## config.mk

```make
export PLATFORM = sky130hd
export DESIGN_NAME = head_pos_seq
export DESIGN_NICKNAME = d
export VERILOG_FILES = /design/src/rtl/hps_pkg.sv /design/src/rtl/hps_step_gen.sv /design/src/rtl/hps_rev_counter.sv /design/src/rtl/head_pos_seq.sv
export SDC_FILE = /design/constraint.sdc
export NUM_CORES = 1
export LEC_CHECK = 0
export BUFFER_PORTS_ARGS = -buffer_cell sky130_fd_sc_hd__buf_2
export CORE_ASPECT_RATIO = 0.7
export CORE_UTILIZATION = 59
export CTS_BUF_LIST = sky130_fd_sc_hd__clkbuf_16
export CTS_CLUSTER_DIAMETER = 200
export DETAILED_ROUTE_END_ITERATION = 12
export PLACE_DENSITY_LB_ADDON = 0.3
export SETUP_SLACK_MARGIN = 0.1
export SLEW_MARGIN = 5
export SYNTH_ARGS = -nofsm -noshare
export SYNTH_HDL_FRONTEND = slang
export SYNTH_SLANG_ARGS = --single-unit
```

## constraint.sdc

```tcl
create_clock -name clk -period 2.2 [get_ports clk]
set_clock_uncertainty 0.05 [all_clocks]
set_input_delay 0.22 -clock clk [delete_from_list [all_inputs] [get_ports clk]]
set_output_delay 0.22 -clock clk [all_outputs]
set_load 0.03 [all_outputs]
```

## src/rtl/hps_pkg.sv

```systemverilog
package hps_pkg;

  typedef enum logic [2:0] {
    OP_RESTORE  = 3'd0,
    OP_SEEK     = 3'd1,
    OP_STEP     = 3'd2,
    OP_STEP_IN  = 3'd3,
    OP_STEP_OUT = 3'd4
  } hps_op_e;

  typedef enum logic [1:0] {
    SG_IDLE,
    SG_SETUP,
    SG_PULSE,
    SG_GAP
  } sg_state_e;

  typedef enum logic [2:0] {
    S_IDLE,
    S_RST_CHK,
    S_SEEK_CMP,
    S_ISSUE,
    S_WAIT,
    S_VERIFY,
    S_FINISH
  } hps_state_e;

endpackage

```

## src/rtl/hps_step_gen.sv

```systemverilog
module hps_step_gen
  import hps_pkg::*;
#(
  parameter int DIR_SETUP_CYC = 24,
  parameter int PULSE_DD_CYC  = 4,
  parameter int PULSE_SD_CYC  = 8,
  parameter int GAP0_CYC      = 12000,
  parameter int GAP1_CYC      = 24000,
  parameter int GAP2_CYC      = 40000,
  parameter int GAP3_CYC      = 60000
) (
  input  logic       clk,
  input  logic       rst_n,
  input  logic       start,
  input  logic       dir_in,
  input  logic       dbl_density,
  input  logic [1:0] rate,
  output logic       step,
  output logic       dir,
  output logic       done
);

  localparam int M01   = (GAP0_CYC > GAP1_CYC) ? GAP0_CYC : GAP1_CYC;
  localparam int M23   = (GAP2_CYC > GAP3_CYC) ? GAP2_CYC : GAP3_CYC;
  localparam int MG    = (M01 > M23) ? M01 : M23;
  localparam int MP    = (PULSE_DD_CYC > PULSE_SD_CYC) ? PULSE_DD_CYC : PULSE_SD_CYC;
  localparam int MS    = (DIR_SETUP_CYC > MP) ? DIR_SETUP_CYC : MP;
  localparam int MAXV  = (MG > MS) ? MG : MS;
  localparam int CNT_W = $clog2(MAXV + 1);

  localparam logic [CNT_W-1:0] SETUP_M1 = CNT_W'(DIR_SETUP_CYC - 1);
  localparam logic [CNT_W-1:0] PDD_M1   = CNT_W'(PULSE_DD_CYC - 1);
  localparam logic [CNT_W-1:0] PSD_M1   = CNT_W'(PULSE_SD_CYC - 1);

  sg_state_e        st;
  logic [CNT_W-1:0] cnt;
  logic [CNT_W-1:0] gap_m1;
  logic             dir_q;

  always_comb begin
    case (rate)
      2'd0:    gap_m1 = CNT_W'(GAP0_CYC - 1);
      2'd1:    gap_m1 = CNT_W'(GAP1_CYC - 1);
      2'd2:    gap_m1 = CNT_W'(GAP2_CYC - 1);
      default: gap_m1 = CNT_W'(GAP3_CYC - 1);
    endcase
  end

  always_ff @(posedge clk) begin
    if (!rst_n) begin
      st    <= SG_IDLE;
      cnt   <= '0;
      dir_q <= 1'b1;
      done  <= 1'b0;
    end else begin
      done <= 1'b0;
      case (st)
        SG_IDLE: if (start) begin
          dir_q <= dir_in;
          cnt   <= SETUP_M1;
          st    <= SG_SETUP;
        end
        SG_SETUP: if (cnt == '0) begin
          cnt <= dbl_density ? PDD_M1 : PSD_M1;
          st  <= SG_PULSE;
        end else cnt <= cnt - 1'b1;
        SG_PULSE: if (cnt == '0) begin
          cnt <= gap_m1;
          st  <= SG_GAP;
        end else cnt <= cnt - 1'b1;
        default: if (cnt == '0) begin
          st   <= SG_IDLE;
          done <= 1'b1;
        end else cnt <= cnt - 1'b1;
      endcase
    end
  end

  assign step = (st == SG_PULSE);
  assign dir  = dir_q;

  AST_DIR_HELD_IN_PULSE: assert property (@(posedge clk) disable iff (!rst_n)
    step |-> $stable(dir));

  AST_START_ONLY_IDLE: assert property (@(posedge clk) disable iff (!rst_n)
    start |-> (st == SG_IDLE) && !step);

endmodule

```

## src/rtl/hps_rev_counter.sv

```systemverilog
module hps_rev_counter #(
  parameter int REV_LIMIT = 4
) (
  input  logic clk,
  input  logic rst_n,
  input  logic index_raw,
  input  logic enable,
  output logic hit
);

  localparam int RW = $clog2(REV_LIMIT + 1);

  logic          sync0, sync1, prev;
  logic          rise;
  logic [RW-1:0] count;

  always_ff @(posedge clk) begin
    if (!rst_n) begin
      sync0 <= 1'b0;
      sync1 <= 1'b0;
      prev  <= 1'b0;
    end else begin
      sync0 <= index_raw;
      sync1 <= sync0;
      prev  <= sync1;
    end
  end

  assign rise = sync1 & ~prev;

  always_ff @(posedge clk) begin
    if (!rst_n || !enable) count <= '0;
    else if (rise && count != RW'(REV_LIMIT)) count <= count + 1'b1;
  end

  assign hit = (count == RW'(REV_LIMIT));

  AST_REV_COUNT_BY_ONE: assert property (@(posedge clk) disable iff (!rst_n)
    (count != $past(count)) |-> (count == '0 || count == $past(count) + 1'b1));

endmodule

```

## src/rtl/head_pos_seq.sv

```systemverilog
module head_pos_seq
  import hps_pkg::*;
#(
  parameter int TRK_W         = 8,
  parameter int MAX_RESTORE   = 255,
  parameter int REV_LIMIT     = 4,
  parameter int CLK_PER_US    = 2,
  parameter int DIR_SETUP_CYC = 12 * CLK_PER_US,
  parameter int PULSE_DD_CYC  = 2 * CLK_PER_US,
  parameter int PULSE_SD_CYC  = 4 * CLK_PER_US,
  parameter int GAP0_CYC      = 6000 * CLK_PER_US,
  parameter int GAP1_CYC      = 12000 * CLK_PER_US,
  parameter int GAP2_CYC      = 20000 * CLK_PER_US,
  parameter int GAP3_CYC      = 30000 * CLK_PER_US
) (
  input  logic             clk,
  input  logic             rst_n,
  input  logic             cmd_valid,
  input  logic [2:0]       cmd_op,
  input  logic             cmd_update,
  input  logic             cmd_hload,
  input  logic             cmd_verify,
  input  logic [1:0]       cmd_rate,
  input  logic             dbl_density,
  input  logic             trk_wr,
  input  logic [TRK_W-1:0] trk_wdata,
  input  logic [TRK_W-1:0] target_trk,
  input  logic             stat_rd,
  input  logic             tr00_n,
  input  logic             index_raw,
  input  logic             id_valid,
  output logic             id_ready,
  input  logic [TRK_W-1:0] id_track,
  input  logic             id_crc_ok,
  output logic             step,
  output logic             dir,
  output logic             head_load,
  output logic [TRK_W-1:0] track,
  output logic             busy,
  output logic             seek_err,
  output logic             crc_err,
  output logic             irq
);

  localparam int SC_W = $clog2(MAX_RESTORE + 1);
  localparam logic [SC_W-1:0] SC_MAX = SC_W'(MAX_RESTORE);

  hps_state_e       st;
  hps_op_e          op_q;
  logic             upd_q, hld_q, vfy_q;
  logic [1:0]       rate_q;
  logic             dir_want;
  logic [TRK_W-1:0] trk_q;
  logic [SC_W-1:0]  step_cnt;
  logic             seek_err_q, crc_err_q, irq_q;
  logic             cmd_ok, sg_start, sg_done, rev_hit, id_fire, moves_trk;

  assign cmd_ok    = cmd_valid && (st == S_IDLE) && (cmd_op <= 3'd4);
  assign sg_start  = (st == S_ISSUE);
  assign id_ready  = (st == S_VERIFY);
  assign id_fire   = id_valid && id_ready;
  assign moves_trk = (op_q == OP_SEEK) || ((op_q != OP_RESTORE) && upd_q);

  hps_step_gen #(
    .DIR_SETUP_CYC(DIR_SETUP_CYC), .PULSE_DD_CYC(PULSE_DD_CYC),
    .PULSE_SD_CYC(PULSE_SD_CYC), .GAP0_CYC(GAP0_CYC), .GAP1_CYC(GAP1_CYC),
    .GAP2_CYC(GAP2_CYC), .GAP3_CYC(GAP3_CYC)
  ) u_step_gen (
    .clk(clk), .rst_n(rst_n), .start(sg_start), .dir_in(dir_want),
    .dbl_density(dbl_density), .rate(rate_q), .step(step), .dir(dir),
    .done(sg_done)
  );

  hps_rev_counter #(.REV_LIMIT(REV_LIMIT)) u_rev_counter (
    .clk(clk), .rst_n(rst_n), .index_raw(index_raw),
    .enable(st == S_VERIFY), .hit(rev_hit)
  );

  always_ff @(posedge clk) begin
    if (!rst_n) begin
      st         <= S_IDLE;
      op_q       <= OP_RESTORE;
      upd_q      <= 1'b0;
      hld_q      <= 1'b0;
      vfy_q      <= 1'b0;
      rate_q     <= 2'd0;
      dir_want   <= 1'b1;
      trk_q      <= '0;
      step_cnt   <= '0;
      seek_err_q <= 1'b0;
      crc_err_q  <= 1'b0;
    end else begin
      case (st)
        S_IDLE: begin
          if (trk_wr) trk_q <= trk_wdata;
          if (cmd_ok) begin
            op_q       <= hps_op_e'(cmd_op);
            upd_q      <= cmd_update;
            hld_q      <= cmd_hload;
            vfy_q      <= cmd_verify;
            rate_q     <= cmd_rate;
            seek_err_q <= 1'b0;
            crc_err_q  <= 1'b0;
            step_cnt   <= '0;
            case (hps_op_e'(cmd_op))
              OP_RESTORE:  st <= S_RST_CHK;
              OP_SEEK:     st <= S_SEEK_CMP;
              OP_STEP_IN:  begin dir_want <= 1'b1; st <= S_ISSUE; end
              OP_STEP_OUT: begin dir_want <= 1'b0; st <= S_ISSUE; end
              default:     st <= S_ISSUE;
            endcase
          end
        end
        S_RST_CHK: begin
          if (!tr00_n) begin
            trk_q <= '0;
            st    <= vfy_q ? S_VERIFY : S_FINISH;
          end else if (step_cnt == SC_MAX) begin
            seek_err_q <= 1'b1;
            st         <= S_FINISH;
          end else begin
            dir_want <= 1'b0;
            st       <= S_ISSUE;
          end
        end
        S_SEEK_CMP: begin
          if (trk_q == target_trk) st <= vfy_q ? S_VERIFY : S_FINISH;
          else begin
            dir_want <= (target_trk > trk_q);
            st       <= S_ISSUE;
          end
        end
        S_ISSUE: st <= S_WAIT;
        S_WAIT: if (sg_done) begin
          if (step_cnt != SC_MAX) step_cnt <= step_cnt + 1'b1;
          if (moves_trk) trk_q <= dir_want ? trk_q + 1'b1 : trk_q - 1'b1;
          case (op_q)
            OP_RESTORE: st <= S_RST_CHK;
            OP_SEEK:    st <= S_SEEK_CMP;
            default:    st <= vfy_q ? S_VERIFY : S_FINISH;
          endcase
        end
        S_VERIFY: begin
          if (id_fire) begin
            if (!id_crc_ok) crc_err_q <= 1'b1;
            else begin
              if (id_track != trk_q) seek_err_q <= 1'b1;
              st <= S_FINISH;
            end
          end else if (rev_hit) begin
            seek_err_q <= 1'b1;
            st         <= S_FINISH;
          end
        end
        default: st <= S_IDLE;
      endcase
    end
  end

  always_ff @(posedge clk) begin
    if (!rst_n) irq_q <= 1'b0;
    else if (st == S_FINISH) irq_q <= 1'b1;
    else if (stat_rd || cmd_ok) irq_q <= 1'b0;
  end

  assign busy      = (st != S_IDLE);
  assign head_load = busy && hld_q;
  assign track     = trk_q;
  assign seek_err  = seek_err_q;
  assign crc_err   = crc_err_q;
  assign irq       = irq_q;

  AST_STEP_NEEDS_BUSY: assert property (@(posedge clk) disable iff (!rst_n)
    step |-> busy);

  AST_READY_ONLY_BUSY: assert property (@(posedge clk) disable iff (!rst_n)
    id_ready |-> busy);

  AST_DONE_RAISES_IRQ: assert property (@(posedge clk) disable iff (!rst_n)
    $fell(busy) |-> irq);

  AST_TRK_HELD_IDLE: assert property (@(posedge clk) disable iff (!rst_n)
    (!busy && !trk_wr) |=> $stable(track));

  AST_TRK_MOVES_BY_ONE: assert property (@(posedge clk) disable iff (!rst_n)
    (busy && $past(busy) && track != $past(track)) |->
      (track == $past(track) + 1'b1 || track == $past(track) - 1'b1 || track == '0));

endmodule

```

# --- Word level (Yosys, flattened, before mapping) ---
# Index checks and enable logic that the tools add are counted.
totals:
  ramBits: 0
  input_bits: 42
  romBits: 0
  latch_bits: 0
  wordCells: 161
  memories: 0
  ff_bits: 57
  out_inout_bits: 16
op_classes:
  n_reduce_logical: 37
  n_shift: 0
  n_div: 0
  magnitude_cmp: 2
  add_sub_neg: 5
  multipliers: 0
  bitwise: 3
  n_mux: 54
  eq_ne: 40
ops:
  columns: ["operator", "count"]
  rows:
  - ["case mux 16 bit (3 select lines)", 2]
  - ["2-to-1 mux 16 bit", 4]
  - ["2-to-1 mux 8 bit", 8]
  - ["2-to-1 mux 3 bit", 9]
  - ["case mux 8 bit (3 select lines)", 1]
  - ["inequality test 2 bit (second input constant)", 11]
  - ["case mux 3 bit (6 select lines)", 1]
  - ["adder 8 x 1 -> 8 bit (second input constant)", 2]
  - ["logical NOT 16 bit", 1]
  - ["2-to-1 mux 1 bit", 16]
  - ["case mux 8 bit (2 select lines)", 1]
  - ["AND reduction 4 bit", 4]
  - ["subtractor 16 x 1 -> 16 bit (second input constant)", 1]
  - ["== test 3 bit (second input constant)", 5]
  - ["nonzero test 3 bit", 5]
  - ["2-to-1 mux 2 bit", 5]
  - ["== test 3 x 1 -> 1 bit (second input constant)", 3]
  - ["== test 3 x 2 -> 1 bit (second input constant)", 3]
  - ["logical NOT 3 bit", 3]
  - ["== test 8 bit", 1]
  - ["== test 8 bit (second input constant)", 1]
  - ["> comparator 8 bit", 1]
  - ["inequality test 2 x 1 -> 1 bit (second input constant)", 4]
  - ["inequality test 8 bit", 1]
  - ["27 further kinds", 48]

# --- Logic depth before layout (Yosys ltp) ---
# Gate-level depths: netlist of the first run.
depth:
  word_depth: 6
  depth_mapped: 9
  depth_no_buf: 7

# --- Cells and area by module ---
# From an unflattened synthesis of the first run, not the netlist that was laid out.
unflattened:
  cells_unflattened: 517
  area_unflattened_um2: 4162.7
by_module_without_submodules:
  columns: ["module", "cells_each", "seq_area_each_um2", "area_each_um2", "n_inst"]
  rows:
  - ["head_pos_seq", 296, 620.6, 2358.5, 1]
  - ["hps_step_gen", 195, 400.4, 1549.0, 1]
  - ["hps_rev_counter", 26, 120.1, 255.2, 1]

# --- Worst setup path before layout of the first run ---
# OpenSTA, ideal clock, no wires.
synth_path:
  path_kind: "register to register"
  start: "register u_step_gen.st[0]"
  end: "register u_step_gen.cnt[9]"
  setup_time_ps: 79
  path_buffers: 2
  period_less_slack_ps: 2064
  stages_incl_launch_ff: 10
  t_arrival_ps: 1936
  path_slack_ps: 136
  t_required_ps: 2071
  path_cell_list: "dfxtp_1 > inv_1 > ha_1 > clkbuf_1 > nand2b_1 > clkbuf_1 > or2_1 > o21ai_0 > o2111ai_1 > o211ai_1"
synth_between:
  elab_chain_cells: 3
  elab_cells_between_ends: 7
  cone_classes: "eq/ne (4); mux (1); reduce/logical (2)"
synth_rtl:
  columns: ["element", "line", "rtl"]
  rows:
  - ["start: declaration", "hps_step_gen.sv:35", "sg_state_e st;"]
  - ["start signal: assignment", "hps_step_gen.sv:51", "st <= SG_IDLE;"]
  - ["start signal: assignment", "hps_step_gen.sv:61", "st <= SG_SETUP;"]
  - ["start signal: assignment", "hps_step_gen.sv:65", "st <= SG_PULSE;"]
  - ["== test 2 bit (*)", null, null]
  - ["named net step", "head_pos_seq.sv:35", "output logic step,"]
  - ["inequality test 4 bit (no line)", null, null]
  - ["AND reduction 2 bit (no line)", null, null]
  - ["end signal: assignment", "hps_step_gen.sv:64", "cnt <= dbl_density ? PDD_M1 : PSD_M1;"]
  - ["end signal: assignment", "hps_step_gen.sv:66", "end else cnt <= cnt - 1'b1;"]
  - ["end signal: assignment", "hps_step_gen.sv:68", "cnt <= gap_m1;"]
  - ["end: declaration", "hps_step_gen.sv:36", "logic [CNT_W-1:0] cnt;"]
# The timed path passes the listed nets; every way through them passes the cells marked *.
# A chain may end at the register's enable or synchronous reset.

# --- Final worst setup path of the first run ---
layout_path:
  start: "register st[1]"
  end: "output head_load"
layout_between:
  elab_chain_cells: 2
layout_rtl:
  columns: ["element", "line", "rtl"]
  rows:
  - ["start: declaration", "head_pos_seq.sv:48", "hps_state_e st;"]
  - ["start signal: assignment", "head_pos_seq.sv:117", "st <= vfy_q ? S_VERIFY : S_FINISH;"]
  - ["start signal: assignment", "head_pos_seq.sv:127", "if (trk_q == target_trk) st <= vfy_q ? S_VERIFY : S_FINISH;"]
  - ["start signal: assignment", "head_pos_seq.sv:140", "default: st <= vfy_q ? S_VERIFY : S_FINISH;"]
  - ["nonzero test 3 bit", "head_pos_seq.sv:166", "assign busy = (st != S_IDLE);"]
  - ["logical AND 1 bit", "head_pos_seq.sv:167", "assign head_load = busy && hld_q;"]
  - ["end: declaration", "head_pos_seq.sv:37", "output logic head_load,"]
# No other way between the ends.

==> results of run 1 <==
==> worst paths after layout <==
path,to,depth (start not counted)
max,head_load,6
max reg2reg,u_step_gen.cnt[13],7
min,u_rev_counter.sync0,2
min reg2reg,u_rev_counter.sync1,1
==> sequential cells by signal (all words and copies together) (netlist names), 2 cells and up <==
name / flops
st: 3
track: 8
u_rev_counter.count: 3
u_step_gen.st: 2
u_step_gen.cnt: 16
rate_q: 2
step_cnt: 8
op_q: 3
==> layout make-up <==
| class | count | share of cell area |
|---|---|---|
| Clock buffer | 9 | 0.0442 |
| Clock inverter | 7 | 0.0120 |
| Inverter | 31 | 0.0229 |
| Multi-Input combinational cell | 410 | 0.567 |
| Sequential cell | 57 | 0.224 |
| Tap cell | 94 | 0.0231 |
| Timing Repair Buffer | 91 | 0.106 |
==> stage by stage <==
stage	hold WS [ns]	instances	utilization
2_1_floorplan	0.297	525	-
3_3_place_gp	0.371	676	0.684
3_5_place_dp	0.381	676	0.684
4_1_cts	0.0561	692	0.726
5_1_grt	0.0580	699	0.740
6_report	0.0558	699	0.740
==> cell families (layout without fill, tap and decap cells) <==
logic type,after synthesis,in the layout
buffers and inverters,58,138
AOI/OAI and AO/OA,169,169
adders and majority gates,28,28
DFF,57,57
muxes,11,11
and+or+nand+nor,177,177
xor gates and xnor gates,25,25
==> power breakdown <==
group / total, uW / switching, uW / leakage (uW) / internal [uW]
combinational: 5510 / 3210 / 0.00151 / 2300
clock: 1360 / 495 / 0.000134 / 860
sequential: 1670 / 388 / 0.000465 / 1280
==> layout by cell type, fill, tap and decap left out, drive strengths merged, types with 8 or more instances in the layout <==
| master | Yosys | layout |
|---|---|---|
| xnor2 | 14 | 14 |
| mux2i | 10 | 10 |
| dfxtp | 57 | 57 |
| a211oi | 8 | 8 |
| xor2 | 11 | 11 |
| o21a | 8 | 8 |
| inv | 31 | 31 |
| ha | 27 | 27 |
| a31oi | 11 | 11 |
| nand3 | 19 | 19 |
| o21ai | 43 | 43 |
| o211ai | 10 | 10 |
| buf | 17 | 91 |
| a21oi | 34 | 34 |
| nor3 | 15 | 15 |
| clkbuf | 10 | 9 |
| nor2 | 46 | 46 |
| nand2 | 37 | 37 |
| o22ai | 9 | 9 |
| nor4 | 12 | 12 |
==> layer usage <==
layer | wire length, um | up-vias
li1 | - | 2100
met4 | 168 | 0
met1 | 5620 | 2064
met2 | 5080 | 225
met3 | 1250 | 22
met5 | 0 | -
==> worst max-delay path, delay by kind of cell (launching register included) <==
kind	cells	cell delay, ns
buf+inv	4	0.69
simple gates	2	0.19
flops	1	0.54
==> what timing repair did <==
| action | CTS | global route |
|---|---|---|
| buffers inserted | 0 | 7 |
| setup endpoints to repair | 1 | 27 |
| pin swaps | 0 | 2 |
| hold endpoints to repair | 0 | 0 |
| cloned | 0 | 0 |
| gates resized for setup | 1 | 12 |
==> cell usage after synthesis (5+ instances only) <==
cell type	n	area, um^2
nor2_1	45	169
mux2i_1	10	100
nand3_1	18	90.1
xnor2_1	14	123
o22ai_1	8	50.1
nor4_1	10	62.6
nand4_1	6	37.5
ha_1	27	338
a211oi_1	7	52.6
nor3_2	6	60.1
a31oi_1	10	62.6
o21a_1	8	60.1
nor3_1	9	45.0
and2_1	6	37.5
xor2_1	11	96.3
o21ai_1	16	80.1
nand2_1	37	139
dfxtp_1	57	1140
o21ai_0	27	135
or3_1	6	37.5
inv_1	30	113
nand2b_1	5	31.3
buf_6	5	56.3
a2111oi_0	6	52.6
o211ai_1	10	75.1
buf_2	11	55.1
clkbuf_1	10	37.5
a21oi_1	32	160
==> flow_summary.json, run 1 <==
{
  "synth_area_um2": 4270,
  "setup_tns_ns": 0,
  "dieWidth_um": 104,
  "grt_use_met1": 0.442,
  "yosysWarningCount": 0,
  "cts_root_buf": "clkbuf_16",
  "pre_cts_slack_ns": 0.0351,
  "crit_chain": "buf_4 -> nor3_2 -> buf_4 -> inv_1 -> and2_1 -> buf_2",
  "syn_nets": 595,
  "top_usage_layer": "met2",
  "worstHoldStart": "index_raw",
  "synth_edf_count": 0,
  "row_count": 25,
  "setup.worst_path.start": "st[1]",
  "syn_inst": 525,
  "cts_tree": "built",
  "ff_latch_area_um2": 1140,
  "io_pins": 58,
  "die_y_um": 73.2,
  "design_area_um2": 5090,
  "critPathLaunchType": "register",
  "clkTransAtPathRegs_ns": 0.05,
  "synth_compound_area_frac": 0.276,
  "critPathMaxStageDelay_ns": 0.54,
  "design.die.area_um2": 7590,
  "wire_per_inst_um": 17.3,
  "cellLeakagePower_uw": 0.00211,
  "synth-xor-area-share": 0.0513,
  "fin_ws_ns": 0.159,
  "crit_top_cell": "buf_4",
  "clock_path_buffers": 2,
  "muxShareOfSynthArea": 0.0261,
  "r2r_slack_ns": 0.20,
  "max_cap_violations": 0,
  "area_growth_pct": 19.2,
  "endpoint_kind": "output pin",
  "gp_congestion": 0.970,
  "synth_fa_ha_area_frac": 0.0838,
  "coreArea_um2": 6880,
  "fmax_mhz": 490,
  "outcome": "finished clean",
  "ys_types": 70,
  "ys_seq_area_frac": 0.267,
  "viasPerCell": 6.31,
  "grt_overflow": 0,
  "finalMaxSlewViolations": 0,
  "period_minus_slack_ns": 2.04,
  "r2r_start": "u_step_gen.cnt[0]",
  "start_util": 0.621,
  "hold_buffers": 0,
  "ir_drop_v": 0.000878,
  "grt_setup_unrepaired": "true",
  "synth_top_family_by_area": "compound AO/OA/AOI/OAI gates",
  "routed_wl_um": 12100,
  "yosys.area_share.simple": 0.229,
  "htreeDepth": 3,
  "ant_nets": 0,
  "worstHoldPathType": "input port to register",
  "path_class": "register to output pin",
  "io_buffers": 57,
  "global_route.usage.met2": 0.498,
  "cts_buffers": 9,
  "use_met3": 0.0964,
  "num-nets-final": 670,
  "clock-sinks": 57,
  "finalSetupViolCount": 0,
  "n_antenna_cell": 0,
  "track_usage": 0.324,
  "slowest_stage": "dfxtp_1",
  "async_flop_share": 0,
  "clk_latency_ns": 0.34,
  "power.total_uw": 8540,
  "grt_pass1_wl_um": 19300,
  "finalHoldViolCount": 0,
  "place_hpwl_um": 8700,
  "nFillCells": 549,
  "synth-seq-cells": 57,
  "drc": 0,
  "tightest_slew_ns": 0.748,
  "layout-drive-gt1-share": 0.235,
  "grt_max_degree": 33,
  "synthFlopType": "dfxtp_1",
  "worstPathArrival_ns": 1.77,
  "critPathMaxFanout": 8,
  "period_share": 0.928,
  "synth.avg_cell_area_um2": 8.13,
  "drt_pre_antenna_iters": 4,
  "dpl_cell_area_um2": 4710,
  "grt_pass1_vias": 3895,
  "vias": 4411,
  "crit_required_ns": 1.93,
  "drt_iter0_drc": 432,
  "multi_input_area_um2": 2890,
  "antenna_found_initial": 0,
  "maxSlewHeadroom": 0.501,
  "p_per_area_nw_per_um2": 1680
}
(Power assumes the default switching activity.)
==> inputs of run 2 (changes only) <==
--- a/config.mk
+++ b/config.mk
@@ -6,12 +6,14 @@
 export NUM_CORES = 1
 export LEC_CHECK = 0
 export BUFFER_PORTS_ARGS = -buffer_cell sky130_fd_sc_hd__buf_2
+export CAP_MARGIN = 40
 export CORE_ASPECT_RATIO = 0.7
 export CORE_UTILIZATION = 59
 export CTS_BUF_LIST = sky130_fd_sc_hd__clkbuf_16
 export CTS_CLUSTER_DIAMETER = 200
 export DETAILED_ROUTE_END_ITERATION = 12
 export PLACE_DENSITY_LB_ADDON = 0.3
+export REMOVE_ABC_BUFFERS = 1
 export SETUP_SLACK_MARGIN = 0.1
 export SLEW_MARGIN = 5
 export SYNTH_ARGS = -nofsm -noshare
==> run 2 against run 1 <==
  * Sequential power barely moved
  * Largest cell class unchanged
  * Total power rose by 1.6%
  * Maximum frequency rose by 1.3%
  * Worst hold slack improved by 0.0079 ns
  * Final cell count rose by 0.14%
  * Clock power rose by 11%
  * Die area did not move
  * Largest power group unchanged
  * Register-to-register slack barely moved
  * Combinational power fell by 0.7%
  * Critical path type is now register to register
==> flow_summary.json, run 2 (synthesized netlist as in run 1, its figures left out) <==
{
  "slowest_stage": "or4_1",
  "ir_drop_v": 0.000920,
  "layout-drive-gt1-share": 0.244,
  "layout_commonest_cell": "buf_2",
  "hold_end": "u_rev_counter.sync0",
  "die_y_um": 73.2,
  "design.die.area_um2": 7590,
  "critPathLaunchType": "register",
  "tightest_slew_ns": 0.684,
  "cts_tree": "built",
  "cts_buffers": 9,
  "clock_path_buffers": 2,
  "critPathMaxStageDelay_ns": 0.72,
  "critPathBufInv": 0,
  "wire_per_inst_um": 18.1,
  "outcome": "finished clean",
  "period_share": 0.916,
  "clk_latency_ns": 0.33,
  "finalMaxSlewViolations": 0,
  "start_util": 0.621,
  "r2r_cells": 5,
  "dp.cells": 679,
  "coreArea_um2": 6880,
  "antenna_found_initial": 0,
  "io_pins": 58,
  "grt_overflow": 0,
  "regMostFlops": "u_step_gen.cnt",
  "cellLeakagePower_uw": 0.00215,
  "drt_pre_antenna_iters": 6,
  "grt_pass1_vias": 4155,
  "cts_root_buf": "clkbuf_16",
  "clock-sinks": 57,
  "n_antenna_cell": 0,
  "finalSetupViolCount": 0,
  "design_area_um2": 5150,
  "setup_tns_ns": 0,
  "r2r_slack_ns": 0.19,
  "vias": 4530,
  "place_hpwl_um": 8900,
  "clkTransAtPathRegs_ns": 0.06,
  "drt_iter0_drc": 446,
  "worstHoldStart": "index_raw",
  "grt_max_degree": 28,
  "min_path_cells": 2,
  "power.total_uw": 8670,
  "dpl_cell_area_um2": 4740,
  "num-nets-final": 671,
  "layout_common_cells": "buf_2, dfxtp_1, nor2_1",
  "io_buffers": 57,
  "path_class": "register to register",
  "grt_pass1_wl_um": 20500,
  "fmax_mhz": 496,
  "p_per_area_nw_per_um2": 1680,
  "timing.rr.end": "u_step_gen.cnt[15]",
  "dieWidth_um": 104,
  "grt_setup_unrepaired": "true",
  "worstPathArrival_ns": 2.17,
  "row_count": 25,
  "stdcell_count": 700,
  "critPathMaxFanout": 9,
  "htreeDepth": 3,
  "worstHoldPathType": "input port to register",
  "finalHoldViolCount": 0,
  "gp_congestion": 0.968,
  "ant_nets": 0,
  "largest_register_ffs": 16,
  "viasPerCell": 6.47,
  "maxSlewHeadroom": 0.540,
  "endpoint_kind": "register",
  "drc": 0,
  "track_usage": 0.343,
  "crit_required_ns": 2.36,
  "hold_buffers": 0,
  "crit_family": "simple AND/OR/NAND/NOR gates",
  "crit_chain": "or4_1 -> nand4bb_4 -> o21a_1 -> o22ai_1 -> a31oi_1",
  "area_growth_pct": 20.6,
  "period_minus_slack_ns": 2.01,
  "routed_wl_um": 12700,
  "r2r_start": "u_step_gen.cnt[0]",
  "max_cap_violations": 0
}
-- run 2: changes by cell type in the layout (fill, tap and decap cells not counted), sizes merged --
cell and change:
buf +1, bufinv +1, clkinvlp -1
-- run 2: routing by layer --
metal,vias to the layer above,wire (um),global-route usage
met4,0,166,0.0968
met3,33,1390,0.0786
met5,-,0,0
met1,2083,5640,0.470
li1,2106,-,-
met2,308,5470,0.544
-- run 2: power by group --
part           total, uW  internal [uW]  switching, uW
combinational       5470           2240           3240
sequential          1680           1290            398
clock               1510            990            524
total               8670           4510           4160
-- run 2: worst max-delay path by stage --
stage,from,to,slack [ns],cells past startpoint
2_1_floorplan,u_step_gen.cnt[10],u_step_gen.cnt[4],0.11,5
6_report,u_step_gen.cnt[0],u_step_gen.cnt[15],0.19,5
4_1_cts,st[2],head_load,0.1,5
3_3_place_gp,u_step_gen.cnt[4],u_step_gen.cnt[10],0.21,5
3_5_place_dp,track[5],st[1],0.14,7
5_1_grt,track[2],dir_want,0.04,7
-- run 2: timing repair --
action	in CTS	in global routing
resized for setup	2	14
buffers inserted	0	5
hold endpoints to repair	0	0
setup endpoints to repair	2	25
gates cloned	0	0
pin swaps	0	2
-- run 2: per-stage QoR --
| stage | setup slack [ns] | utilization | hold slack, ns |
|---|---|---|---|
| 2_1_floorplan | 0.111 | - | 0.259 |
| 3_3_place_gp | 0.212 | 0.688 | 0.364 |
| 3_5_place_dp | 0.143 | 0.689 | 0.373 |
| 4_1_cts | 0.0997 | 0.737 | 0.0612 |
| 5_1_grt | 0.0450 | 0.748 | 0.0762 |
| 6_report | 0.185 | 0.748 | 0.0636 |
-- run 2: cell type report --
cell class / instances / area [um^2]
sequential: 57 / 1150
fill: 511 / 1730
clock inverter: 7 / 95.1
inverter: 31 / 116
timing repair buffer: 92 / 561
multi-input combinational: 410 / 2890
clock buffer: 9 / 225
tap: 94 / 118
